<file path="src/rtl/jbuf_pkg.sv">
package jbuf_pkg;

  typedef enum logic [1:0] {
    GATE_ARMED = 2'd0,
    GATE_HOLD  = 2'd1,
    GATE_PLAY  = 2'd2
  } gate_state_e;

  // Occupancy after one cycle of accepted pushes and pops.
  function automatic int occ_next(int occ, logic push, logic pop);
    if (push && !pop) return occ + 1;
    if (pop && !push) return occ - 1;
    return occ;
  endfunction

  // The hold ends on the tick that sees the last remaining frame.
  function automatic logic hold_expires(int frames_left, logic tick);
    return tick && (frames_left == 1);
  endfunction

endpackage

</file>
<file path="src/rtl/jbuf_fifo.sv">
module jbuf_fifo #(
  parameter int DATA_W = 16,
  parameter int ADDR_W = 3
) (
  input  logic              clk,
  input  logic              rst_n,
  input  logic              clear,
  input  logic              push,
  input  logic              pop,
  input  logic [DATA_W-1:0] push_data,
  output logic [DATA_W-1:0] head_data,
  output logic [ADDR_W:0]   count,
  output logic              empty,
  output logic              full
);
  localparam int DEPTH = 1 << ADDR_W;
  localparam int CNT_W = ADDR_W + 1;

  logic [DATA_W-1:0] mem [DEPTH];
  logic [ADDR_W-1:0] wr_ptr, rd_ptr;
  logic [CNT_W-1:0]  count_q;

  for (genvar i = 0; i < DEPTH; i++) begin : g_entry
    always_ff @(posedge clk) begin
      if (push && wr_ptr == ADDR_W'(i)) mem[i] <= push_data;
    end
  end

  always_ff @(posedge clk) begin
    if (!rst_n || clear) begin
      wr_ptr  <= '0;
      rd_ptr  <= '0;
      count_q <= '0;
    end else begin
      if (push) wr_ptr <= wr_ptr + 1'b1;
      if (pop)  rd_ptr <= rd_ptr + 1'b1;
      count_q <= CNT_W'(jbuf_pkg::occ_next(int'(count_q), push, pop));
    end
  end

  assign head_data = mem[rd_ptr];
  assign count     = count_q;
  assign empty     = (count_q == '0);
  assign full      = (count_q == CNT_W'(DEPTH));
endmodule

</file>
<file path="src/rtl/jbuf_start_gate.sv">
module jbuf_start_gate #(
  parameter int FRAME_W = 8
) (
  input  logic               clk,
  input  logic               rst_n,
  input  logic               clear,
  input  logic               first_fill,
  input  logic               frame_tick,
  input  logic [FRAME_W-1:0] start_frames,
  output logic               gate_open,
  output logic               holding,
  output logic               playing
);
  import jbuf_pkg::*;

  gate_state_e        state_q;
  logic [FRAME_W-1:0] frames_left_q;
  logic               open_now, expire;

  assign expire = hold_expires(int'(frames_left_q), frame_tick);

  always_comb begin
    open_now = 1'b0;
    if (!clear) begin
      if (state_q == GATE_ARMED && first_fill && start_frames == '0) open_now = 1'b1;
      if (state_q == GATE_HOLD && expire) open_now = 1'b1;
    end
  end

  always_ff @(posedge clk) begin
    if (!rst_n || clear) begin
      state_q       <= GATE_ARMED;
      frames_left_q <= '0;
    end else begin
      unique case (state_q)
        GATE_ARMED: if (first_fill) begin
          if (start_frames == '0) state_q <= GATE_PLAY;
          else begin
            state_q       <= GATE_HOLD;
            frames_left_q <= start_frames;
          end
        end
        GATE_HOLD: if (frame_tick) begin
          if (expire) state_q <= GATE_PLAY;
          else        frames_left_q <= frames_left_q - 1'b1;
        end
        GATE_PLAY: state_q <= GATE_PLAY;
        default:   state_q <= GATE_ARMED;
      endcase
    end
  end

  assign gate_open = open_now;
  assign holding   = (state_q == GATE_HOLD);
  assign playing   = (state_q == GATE_PLAY);
endmodule

</file>
<file path="src/rtl/jbuf_sticky.sv">
module jbuf_sticky #(
  parameter int N = 2
) (
  input  logic         clk,
  input  logic         rst_n,
  input  logic [N-1:0] set,
  input  logic         clr,
  output logic [N-1:0] flags
);
  for (genvar i = 0; i < N; i++) begin : g_flag
    always_ff @(posedge clk) begin
      if (!rst_n)      flags[i] <= 1'b0;
      else if (set[i]) flags[i] <= 1'b1;
      else if (clr)    flags[i] <= 1'b0;
    end
  end
endmodule

</file>
<file path="src/rtl/jbuf_playout_ctrl.sv">
module jbuf_playout_ctrl #(
  parameter int DATA_W  = 16,
  parameter int ADDR_W  = 3,
  parameter int FRAME_W = 8
) (
  input  logic               clk,
  input  logic               rst_n,
  input  logic               ctx_clear,
  input  logic [FRAME_W-1:0] start_frames,
  input  logic               frame_tick,
  input  logic               wr_valid,
  input  logic [DATA_W-1:0]  wr_data,
  input  logic               play_strobe,
  input  logic               err_clear,
  output logic               slot_valid,
  output logic               slot_starved,
  output logic [DATA_W-1:0]  slot_data,
  output logic [ADDR_W:0]    fill_level,
  output logic               playing,
  output logic               ovf_flag,
  output logic               unf_flag
);
  localparam int ERR_N   = 2;
  localparam int ERR_OVF = 0;
  localparam int ERR_UNF = 1;

  // Named internal events.
  logic              q_empty, q_full;
  logic [DATA_W-1:0] head_data;
  logic              push_ok, push_drop;
  logic              slot_due, slot_pop, slot_starve;
  logic              gate_open, holding;
  logic [ERR_N-1:0]  err_set, err_flags;

  assign push_ok     = wr_valid && !q_full && !ctx_clear;
  assign push_drop   = wr_valid &&  q_full && !ctx_clear;
  assign slot_due    = playing && play_strobe && !ctx_clear;
  assign slot_pop    = slot_due && !q_empty;
  assign slot_starve = slot_due &&  q_empty;

  jbuf_fifo #(.DATA_W(DATA_W), .ADDR_W(ADDR_W)) u_fifo (
    .clk       (clk),
    .rst_n     (rst_n),
    .clear     (ctx_clear),
    .push      (push_ok),
    .pop       (slot_pop),
    .push_data (wr_data),
    .head_data (head_data),
    .count     (fill_level),
    .empty     (q_empty),
    .full      (q_full)
  );

  jbuf_start_gate #(.FRAME_W(FRAME_W)) u_gate (
    .clk          (clk),
    .rst_n        (rst_n),
    .clear        (ctx_clear),
    .first_fill   (push_ok),
    .frame_tick   (frame_tick),
    .start_frames (start_frames),
    .gate_open    (gate_open),
    .holding      (holding),
    .playing      (playing)
  );

  assign err_set[ERR_OVF] = push_drop;
  assign err_set[ERR_UNF] = slot_starve;

  jbuf_sticky #(.N(ERR_N)) u_err (
    .clk   (clk),
    .rst_n (rst_n),
    .set   (err_set),
    .clr   (err_clear),
    .flags (err_flags)
  );

  assign ovf_flag = err_flags[ERR_OVF];
  assign unf_flag = err_flags[ERR_UNF];

  always_ff @(posedge clk) begin
    if (!rst_n) begin
      slot_valid   <= 1'b0;
      slot_starved <= 1'b0;
      slot_data    <= '0;
    end else begin
      slot_valid   <= slot_pop;
      slot_starved <= slot_starve;
      if (slot_pop)         slot_data <= head_data;
      else if (slot_starve) slot_data <= '1;
      else                  slot_data <= '0;
    end
  end
endmodule

</file>
<file path="config.mk">
export PLATFORM = sky130hd
export DESIGN_NAME = jbuf_playout_ctrl
export DESIGN_NICKNAME = d
export VERILOG_FILES = /design/src/rtl/jbuf_pkg.sv /design/src/rtl/jbuf_fifo.sv /design/src/rtl/jbuf_start_gate.sv /design/src/rtl/jbuf_sticky.sv /design/src/rtl/jbuf_playout_ctrl.sv
export SDC_FILE = /design/constraint.sdc
export NUM_CORES = 1
export LEC_CHECK = 0
export ABC_AREA = 1
export BUFFER_PORTS_ARGS = -buffer_cell sky130_fd_sc_hd__buf_2
export CORE_MARGIN = 2
export CORE_UTILIZATION = 50
export DETAILED_ROUTE_END_ITERATION = 10
export GPL_TIMING_DRIVEN = 0
export HOLD_SLACK_MARGIN = 0.06
export PLACE_DENSITY_LB_ADDON = 0.3
export SLEW_MARGIN = 20
export SYNTH_ARGS = -nofsm -noshare
export SYNTH_HDL_FRONTEND = slang
export SYNTH_SLANG_ARGS = --single-unit
</file>
<file path="constraint.sdc">
create_clock -name clk -period 3.27 [get_ports clk]
set_input_delay 0.327 -clock clk [delete_from_list [all_inputs] [get_ports clk]]
set_output_delay 0.327 -clock clk [all_outputs]
set_load 0.005 [all_outputs]
</file>
==> metrics.txt, run 1 <==
first-pass GRT wire length 25700 um; min Tclk post-route 2.56 ns; H-tree depth reported by CTS 4; Post-CTS Setup Bufs 0; CTS tree done; Hold Slack 0.154 ns; area of the multi-input gates 2010 um^2; vias per inst 5.45; drt first pass iters 6; Design Area, Final 8490 um^2; setup ws final 0.708 ns; fin nets 822; synthesized instance count 686; Initial Util 0.517; synthesis-stage register bit count 171; Reg area 4700 um^2; Relative slew margins 0.553; Leak Pwr 3.44 nW; Startpoint Class flop; sequential area share after synthesis 0.651; FFs w/ async S/R, synth 0; Die H 124 um; final worst-path cycle share 0.784; Final Hold Viols 0; dominant cells by area after synthesis edfxtp_1, dfxtp_1, inv_1, nand2_1, nand3_1; clock slew at reported path FFs 0.06 ns; Chip Width 124 um; crit path capture type flop; syn nets 734; total die area 15400 um^2; Buffers on Ports 55; Critical Path Fanout Max 10; top-area cell type share of the netlist area 0.532; Worst VDD drop 0.000371 V; R2R Setup Slk 0.71 ns; largest net degree at the start of global routing 17; cell area after synthesis 7230 um^2; synthesis-to-layout area growth 17.5%; Final Max Tran Viols 0; WL per Instance 17.2 um; Worst EP arrival 2.70 ns; drt drc 0; final setup violation count 0; Least-Margin Pin Slew 0.670 ns; CTS Root Cell clkbuf_16; kind of critical path reg -> reg; Post-Syn Area per Cell 10.5 um^2; final wirelength 16600 um; initial antenna violation count 0; most frequent cells in the layout edfxtp_1, inv_1, nand2_1; Max-cap violations 0; fmax 390 MHz; DP Worst Slack 0.746 ns; DP Wirelength 11400 um; Post-synth EDFFs 128; Worst-Skew Late Latency 0.43 ns; Power per Cell Area 544 nW/um^2; share of cells above drive strength 1 0.159; Post-DRT Antenna Nets 0; Crit path required time 3.41 ns; fin util 0.607; number of DRC markers in iteration 0 464; vias in the first global route 5088; Inserted Clock Buffers 17; antenna diode count 0; RSZ-0062 raised after global routing false; GRT Overall Usage 0.216; Syn. warnings 0; num ports 56; post-route setup TNS 0 ns; Hold Crit Class in -> reg; Yosys cell types 28; cell row count 43; area of placed instances 7890 um^2; Fin Clk Skew 0.0103 ns; Layout fillers 1124; most frequently used flop master after synthesis edfxtp_1; most common cell after layout, fill and taps aside edfxtp_1; outcome completed; Core ar. 14000 um^2; DR vias 5266; # hold bufs at CTS 0; clock sink total 171; post-cts repair resize count 0; GP Congestion 0.824; grt total ovfl 0; Max Root-Sink Buffers 2; Synth area leader edfxtp_1
Yosys cell counts, types with 2 or more instances:
| cell type | instances |
|---|---|
| a21oi_1 | 47 |
| buf_1 | 2 |
| buf_2 | 8 |
| clkbuf_1 | 18 |
| dfxtp_1 | 43 |
| edfxtp_1 | 128 |
| ha_1 | 17 |
| inv_1 | 107 |
| nand2_1 | 106 |
| nand2_2 | 4 |
| nand3_1 | 62 |
| nand4_1 | 3 |
| nor2_1 | 38 |
| nor3_1 | 9 |
| o211ai_1 | 33 |
| o21ai_0 | 48 |
| xor2_1 | 2 |
worst paths after layout:
check                   from  cells after the start           endpoint
max          u_fifo.count[0]                      8  u_fifo.mem[6][15]
min                err_clear                      4     u_err.flags[1]
max reg2reg  u_fifo.count[0]                      8  u_fifo.mem[6][15]
min reg2reg   u_err.flags[1]                      2     u_err.flags[1]
cell type report:
type	count	area share
clock buffers	19	0.0510
plain buffers	30	0.0158
inverters	109	0.0482
multi-input cells	376	0.237
clock inverters	12	0.0205
flip-flops and latches	171	0.554
well taps	180	0.0265
repair buffers	69	0.0470
power breakdown:
part / internal (mW) / total (mW) / switching [mW]
registers: 2.35 / 2.36 / 0.0109
clock network: 1.27 / 2.08 / 0.809
logic: 0.0592 / 0.175 / 0.116
total: 3.68 / 4.62 / 0.936
critical path: stages, from the launching register on:
cell and delay [ns]:
dfxtp_1 0.41, inv_1 0.11, ha_1 0.26, nand3_2 0.12
nand2_4 0.09, clkbuf_1 0.30, nor3_2 0.53, buf_4 0.28
buf_6 0.17
sequential cells by signal, indices dropped and copies added (netlist names), 2 cells and up, named ones only:
signal                flops
slot_data                16
u_err.flags               2
u_fifo.count              4
u_fifo.mem              128
u_fifo.rd_ptr             3
u_fifo.wr_ptr             3
u_gate.frames_left_q      8
u_gate.state_q            2
logic make-up after synthesis:
kind of cell	synth area share
flip-flops	0.651
adder cells (fa/ha/maj)	0.0294
XOR/XNOR	0.00242
AO/OA/AOI/OAI	0.104
AND/OR/NAND/NOR	0.137
multiplexers	0.00139
buffers and inverters	0.0752
per-layer routing:
layer / GRT usage / part of all wire
met5: 0 / 0
met4: 0.0740 / 0.019
met3: 0.0710 / 0.071
met2: 0.358 / 0.49
met1: 0.267 / 0.42
stage by stage:
step	std cells	power [mW]
after CTS	966	4.63
after global placement	921	2.57
after floorplan	686	2.51
after global routing	966	4.75
after detailed placement	935	2.58
final	966	4.62
(Power assumes the default switching activity.)
==> run 2: changes to the inputs <==
clock period = 2.3 ns   (was 3.27 ns; I/O delays follow)
==> run 2 against run 1 <==
  * Wire length grew 1.6%
  * Register-to-register slack got worse by 0.55 ns
  * Utilization is 0.43 points higher
  * Critical path depth is 1 lower
  * Clock skew about the same
  * Hold slack got worse by 0.086 ns
  * First-iteration DRC count is 8.4% higher
  * Clock-buffer cell count is the same
==> metrics.txt, run 2 (synthesis results as in run 1) <==
Layout fillers 1118 (was 1124); clock slew at reported path FFs 0.06 ns (about the same); final worst-path cycle share 0.930 (was 0.784); Max-cap violations 0 (unchanged); first-pass GRT wire length 25800 um (was 25700 um); clock sink total 171 (unchanged); vias per inst 5.48 (was 5.45); WL per Instance 17.4 um (was 17.2 um); Crit path required time 2.44 ns (was 3.41 ns); Worst VDD drop 0.000532 V (was 0.000371 V); biggest regs u_fifo.mem: 128 flops, slot_data: 16 flops, u_gate.frames_left_q: 8 flops (unchanged); cell row count 43 (unchanged); RSZ-0062 raised after global routing false (unchanged); CTS Root Cell clkbuf_16 (unchanged); H-tree depth reported by CTS 4 (unchanged); fin util 0.611 (was 0.607); Hold Crit Class in -> reg (unchanged); GP Congestion 0.824 (unchanged); CTS tree done (unchanged); Chip Width 124 um (unchanged); vias in the first global route 5097 (was 5088); P_sw 1.34 mW (was 0.936 mW); Final Max Tran Viols 0 (unchanged); outcome completed (unchanged); logic gate share of total power 0.039 (was 0.038); Reg area 4700 um^2 (unchanged); number of DRC markers in iteration 0 503 (was 464); sequential share of power 0.511 (was 0.512); Least-Margin Pin Slew 0.653 ns (was 0.670 ns); switching share of power 0.204 (was 0.203); Leak Pwr 3.47 nW (was 3.44 nW); Buffers on Ports 55 (unchanged); Post-DRT Antenna Nets 0 (unchanged); Core ar. 14000 um^2 (unchanged); Worst EP arrival 2.28 ns (was 2.70 ns); Max Root-Sink Buffers 2 (unchanged); drt drc 0 (unchanged); area of the multi-input gates 2040 um^2 (was 2010 um^2); Worst-Skew Late Latency 0.44 ns (was 0.43 ns); most common cell after layout, fill and taps aside edfxtp_1 (unchanged); share of cells above drive strength 1 0.160 (was 0.159); min Tclk post-route 2.14 ns (was 2.56 ns); clock network fraction of total power 0.450 (about the same); final setup violation count 0 (unchanged); Initial Util 0.517 (unchanged); Biggest register u_fifo.mem (unchanged); antenna diode count 0 (unchanged); max FFs per register 128 (unchanged); Final Hold Viols 0 (unchanged); Power per Cell Area 770 nW/um^2 (was 544 nW/um^2); kind of critical path reg -> reg (unchanged); total die area 15400 um^2 (unchanged); num ports 56 (unchanged); GRT Overall Usage 0.217 (was 0.216); DP Wirelength 11400 um (unchanged); Relative slew margins 0.564 (was 0.553); fmax 468 MHz (was 390 MHz); final wirelength 16900 um (was 16600 um); grt total ovfl 0 (unchanged); synthesis-to-layout area growth 18.4% (was 17.5%); crit path capture type flop (unchanged); most frequent cells in the layout edfxtp_1, inv_1, nand2_1 (unchanged); largest net degree at the start of global routing 17 (unchanged); Int Pwr 5.24 mW (was 3.68 mW); Fin Clk Skew 0.0105 ns (was 0.0103 ns); initial antenna violation count 0 (unchanged); Startpoint Class flop (unchanged); total power 6.58 mW (was 4.62 mW); Inserted Clock Buffers 17 (unchanged); Critical Path Fanout Max 16 (was 10); DR vias 5309 (was 5266); fin nets 825 (was 822); drt first pass iters 5 (was 6); Die H 124 um (unchanged); Post-CTS Setup Bufs 0 (unchanged)
==> run 2: final timing paths <==
kind | from | end | slack (ns) | depth (start not counted)
worst max-delay path | u_fifo.count[0] | u_fifo.mem[6][15] | 0.16 | 7
worst min-delay path | wr_data[7] | u_fifo.mem[5][7] | 0.07 | 1
worst max register to register | u_fifo.count[0] | u_fifo.mem[6][15] | 0.16 | 7
worst min register to register | u_fifo.rd_ptr[2] | u_fifo.rd_ptr[2] | 0.49 | 2
==> run 2: critical path, cell delays in order, from the launching register on <==
cell and delay, ns:
dfxtp_1 0.42, inv_1 0.12, ha_1 0.26, nand3_2 0.15, nand2_8 0.13, nor3_4 0.34
buf_4 0.25, buf_6 0.17
==> run 2: power groups by stage <==
stage | combinational (mW) | clock [mW] | sequential (mW)
after detailed placement | 0.246 | 0 | 3.43
final | 0.256 | 2.96 | 3.36
after global placement | 0.223 | 0 | 3.43
after floorplan | 0.142 | 0 | 3.43
after global routing | 0.288 | 3.12 | 3.36
after CTS | 0.251 | 2.98 | 3.36
==> run 2: per-stage QoR <==
step / instance area (um^2) / instances / hold slack (ns) / setup TNS, ns / setup WS (ns)
CTS: 8530 / 968 / 0.0602 / 0 / 0.171
floorplan: 7230 / 686 / 0.329 / -32.03 / -0.334
global placement: 7730 / 921 / 0.454 / -147.28 / -1.43
global route: 8550 / 969 / 0.0644 / 0 / 0.0353
detailed placement: 7890 / 935 / 0.468 / -4.21 / -0.224
finish: 8550 / 969 / 0.0680 / 0 / 0.161
==> run 2: area by class of cell <==
| type | count | area share |
|---|---|---|
| clock inverters | 12 | 0.0203 |
| inverters | 109 | 0.0478 |
| repair buffers | 73 | 0.0514 |
| clock buffers | 19 | 0.0506 |
| plain buffers | 29 | 0.0152 |
| well taps | 180 | 0.0263 |
| multi-input cells | 376 | 0.238 |
| flip-flops and latches | 171 | 0.550 |
==> run 2: repair_timing <==
item                                    CTS  global route
gates cloned                              0             0
hold buffers                              3             1
endpoints found under the setup margin   43             1
resized for setup                         2             2
endpoints found under the hold margin     9             4
==> run 2: metal layers <==
metal / global-route usage / share of wire / up-vias
met5: 0 / 0 / -
met4: 0.0740 / 0.016 / 0
met3: 0.0714 / 0.078 / 24
met2: 0.361 / 0.50 / 250
met1: 0.268 / 0.41 / 2529
li1: - / - / 2506
==> run 3: changes to the inputs <==
CORE_UTILIZATION = 33   (was 50)
==> run 3 against run 2 <==
  * Sequential cell count is the same
  * Total power grew 1.1%
  * Sequential power is essentially flat
  * Wire length is essentially flat
  * Largest power group unchanged
==> metrics.txt, run 3 (synthesis results as in run 1) <==
initial antenna violation count 2 (was 0); first-pass GRT wire length 26400 um (was 25800 um); logic gate share of total power 0.039 (about the same); crit path capture type flop (unchanged); cell row count 54 (was 43); switching share of power 0.220 (was 0.204); Design Area, Final 8740 um^2 (was 8550 um^2); sequential share of power 0.505 (was 0.511); Max Root-Sink Buffers 2 (unchanged); Least-Margin Pin Slew 0.739 ns (was 0.653 ns); DP Cell Count 1035 (was 935); final worst-path cycle share 0.910 (was 0.930); DP Worst Slack -0.239 ns (was -0.224 ns); Leak Pwr 3.49 nW (was 3.47 nW); Finished Layout Cells 1073 (was 969); CTS tree done (unchanged); R2R Setup Slk 0.21 ns (was 0.16 ns); DP Wirelength 11600 um (was 11400 um); Hold Crit Class in -> reg (unchanged); vias per inst 4.69 (was 5.48); Worst EP arrival 2.23 ns (was 2.28 ns); Buffers on Ports 55 (unchanged); fin util 0.403 (was 0.611); Post-CTS Setup Bufs 0 (unchanged); kind of critical path reg -> reg (unchanged); Max-cap violations 0 (unchanged); clock network fraction of total power 0.457 (was 0.450); num ports 56 (unchanged); H-tree depth reported by CTS 4 (unchanged); most frequent cells in the layout edfxtp_1, inv_1, nand2_1 (unchanged); number of DRC markers in iteration 0 283 (was 503); drt drc 0 (unchanged); Die H 152 um (was 124 um); Chip Width 152 um (was 124 um); final wirelength 16900 um (about the same); setup ws final 0.207 ns (was 0.161 ns); Crit path required time 2.44 ns (about the same); area of placed instances 8030 um^2 (was 7890 um^2); vias in the first global route 4744 (was 5097); Worst-Skew Late Latency 0.43 ns (was 0.44 ns); P_sw 1.47 mW (was 1.34 mW); GRT Overall Usage 0.149 (was 0.217); Startpoint Class flop (unchanged); GP Congestion 0.775 (was 0.824); biggest regs u_fifo.mem: 128 flops, slot_data: 16 flops, u_gate.frames_left_q: 8 flops (unchanged); CTS Root Cell clkbuf_16 (unchanged); Power per Cell Area 761 nW/um^2 (was 770 nW/um^2); share of cells above drive strength 1 0.163 (was 0.160); Relative slew margins 0.507 (was 0.564); WL per Instance 15.7 um (was 17.4 um); min Tclk post-route 2.09 ns (was 2.14 ns); synthesis-to-layout area growth 21.0% (was 18.4%); fmax 478 MHz (was 468 MHz); fin nets 826 (was 825); outcome completed (unchanged); Core ar. 21700 um^2 (was 14000 um^2); Final Hold Viols 0 (unchanged); Inserted Clock Buffers 17 (unchanged); Critical Path Fanout Max 16 (unchanged); Int Pwr 5.19 mW (was 5.24 mW); clock slew at reported path FFs 0.07 ns (was 0.06 ns); most common cell after layout, fill and taps aside edfxtp_1 (unchanged); drt first pass iters 4 (was 5); grt total ovfl 0 (unchanged); Fin Clk Skew 0.0150 ns (was 0.0105 ns); Worst VDD drop 0.000484 V (was 0.000532 V); clock sink total 171 (unchanged); largest net degree at the start of global routing 18 (was 17); Biggest register u_fifo.mem (unchanged); Final Max Tran Viols 0 (unchanged); DR vias 5033 (was 5309); max FFs per register 128 (unchanged); total die area 23100 um^2 (was 15400 um^2); RSZ-0062 raised after global routing false (unchanged); Initial Util 0.333 (was 0.517); final setup violation count 0 (unchanged); Post-DRT Antenna Nets 0 (unchanged)
## run 3: critical path, stage by stage, from the launching register on
cell and delay [ns]:
dfxtp_1 0.42, inv_1 0.10, ha_1 0.26, nand3_2 0.15, nand2_8 0.14, nor3_4 0.39, buf_6 0.21, buf_6 0.14
## run 3: path summary, 6_finish.rpt
path / depth (start not counted) / start / to
hold reg to reg: 2 / u_fifo.rd_ptr[2] / flop
setup reg to reg: 7 / u_fifo.count[0] / u_fifo.mem[4][15]
setup / recovery: 7 / u_fifo.count[0] / u_fifo.mem[4][15]
hold / removal: 1 / wr_data[3] / u_fifo.mem[7][3]
## run 3: final cells by class
class	count	area, um^2
plain buffers	29	130
clock inverters	15	199
fillers	2081	12900
flip-flops and latches	171	4700
repair buffers	74	472
multi-input cells	376	2050
diodes	2	5.00
well taps	280	350
clock buffers	17	425
inverters	109	409
## run 3: metal layers
metal / up-vias / routed length (um) / track usage
met1: 2342 / 7900 / 0.202
met4: 0 / 271 / 0.0445
met5: - / 0 / 0
met3: 20 / 1060 / 0.0465
li1: 2515 / - / -
met2: 156 / 7640 / 0.230
## run 3: power groups by stage
stage	Clock [mW]	Sequential, mW	Combinational [mW]
3_3_place_gp	0	3.43	0.231
4_1_cts	3.09	3.36	0.256
2_1_floorplan	0	3.43	0.142
5_1_grt	3.23	3.36	0.291
3_5_place_dp	0	3.43	0.246
6_report	3.04	3.36	0.257
## run 3: per-stage QoR
stage	TNS [ns]	total power [mW]	hold slack [ns]
final	0	6.65	0.0747
after global routing	0	6.88	0.0623
after CTS	0	6.70	0.0630
after detailed placement	-7.05	3.67	0.457
after global placement	-170.79	3.66	0.450
after floorplan	-32.03	3.57	0.329
## run 3: what timing repair did
item,in CTS,in global routing
hold endpoints to repair,19,0
endpoints found under the setup margin,82,1
resized for setup,4,1
hold buffers,5,0
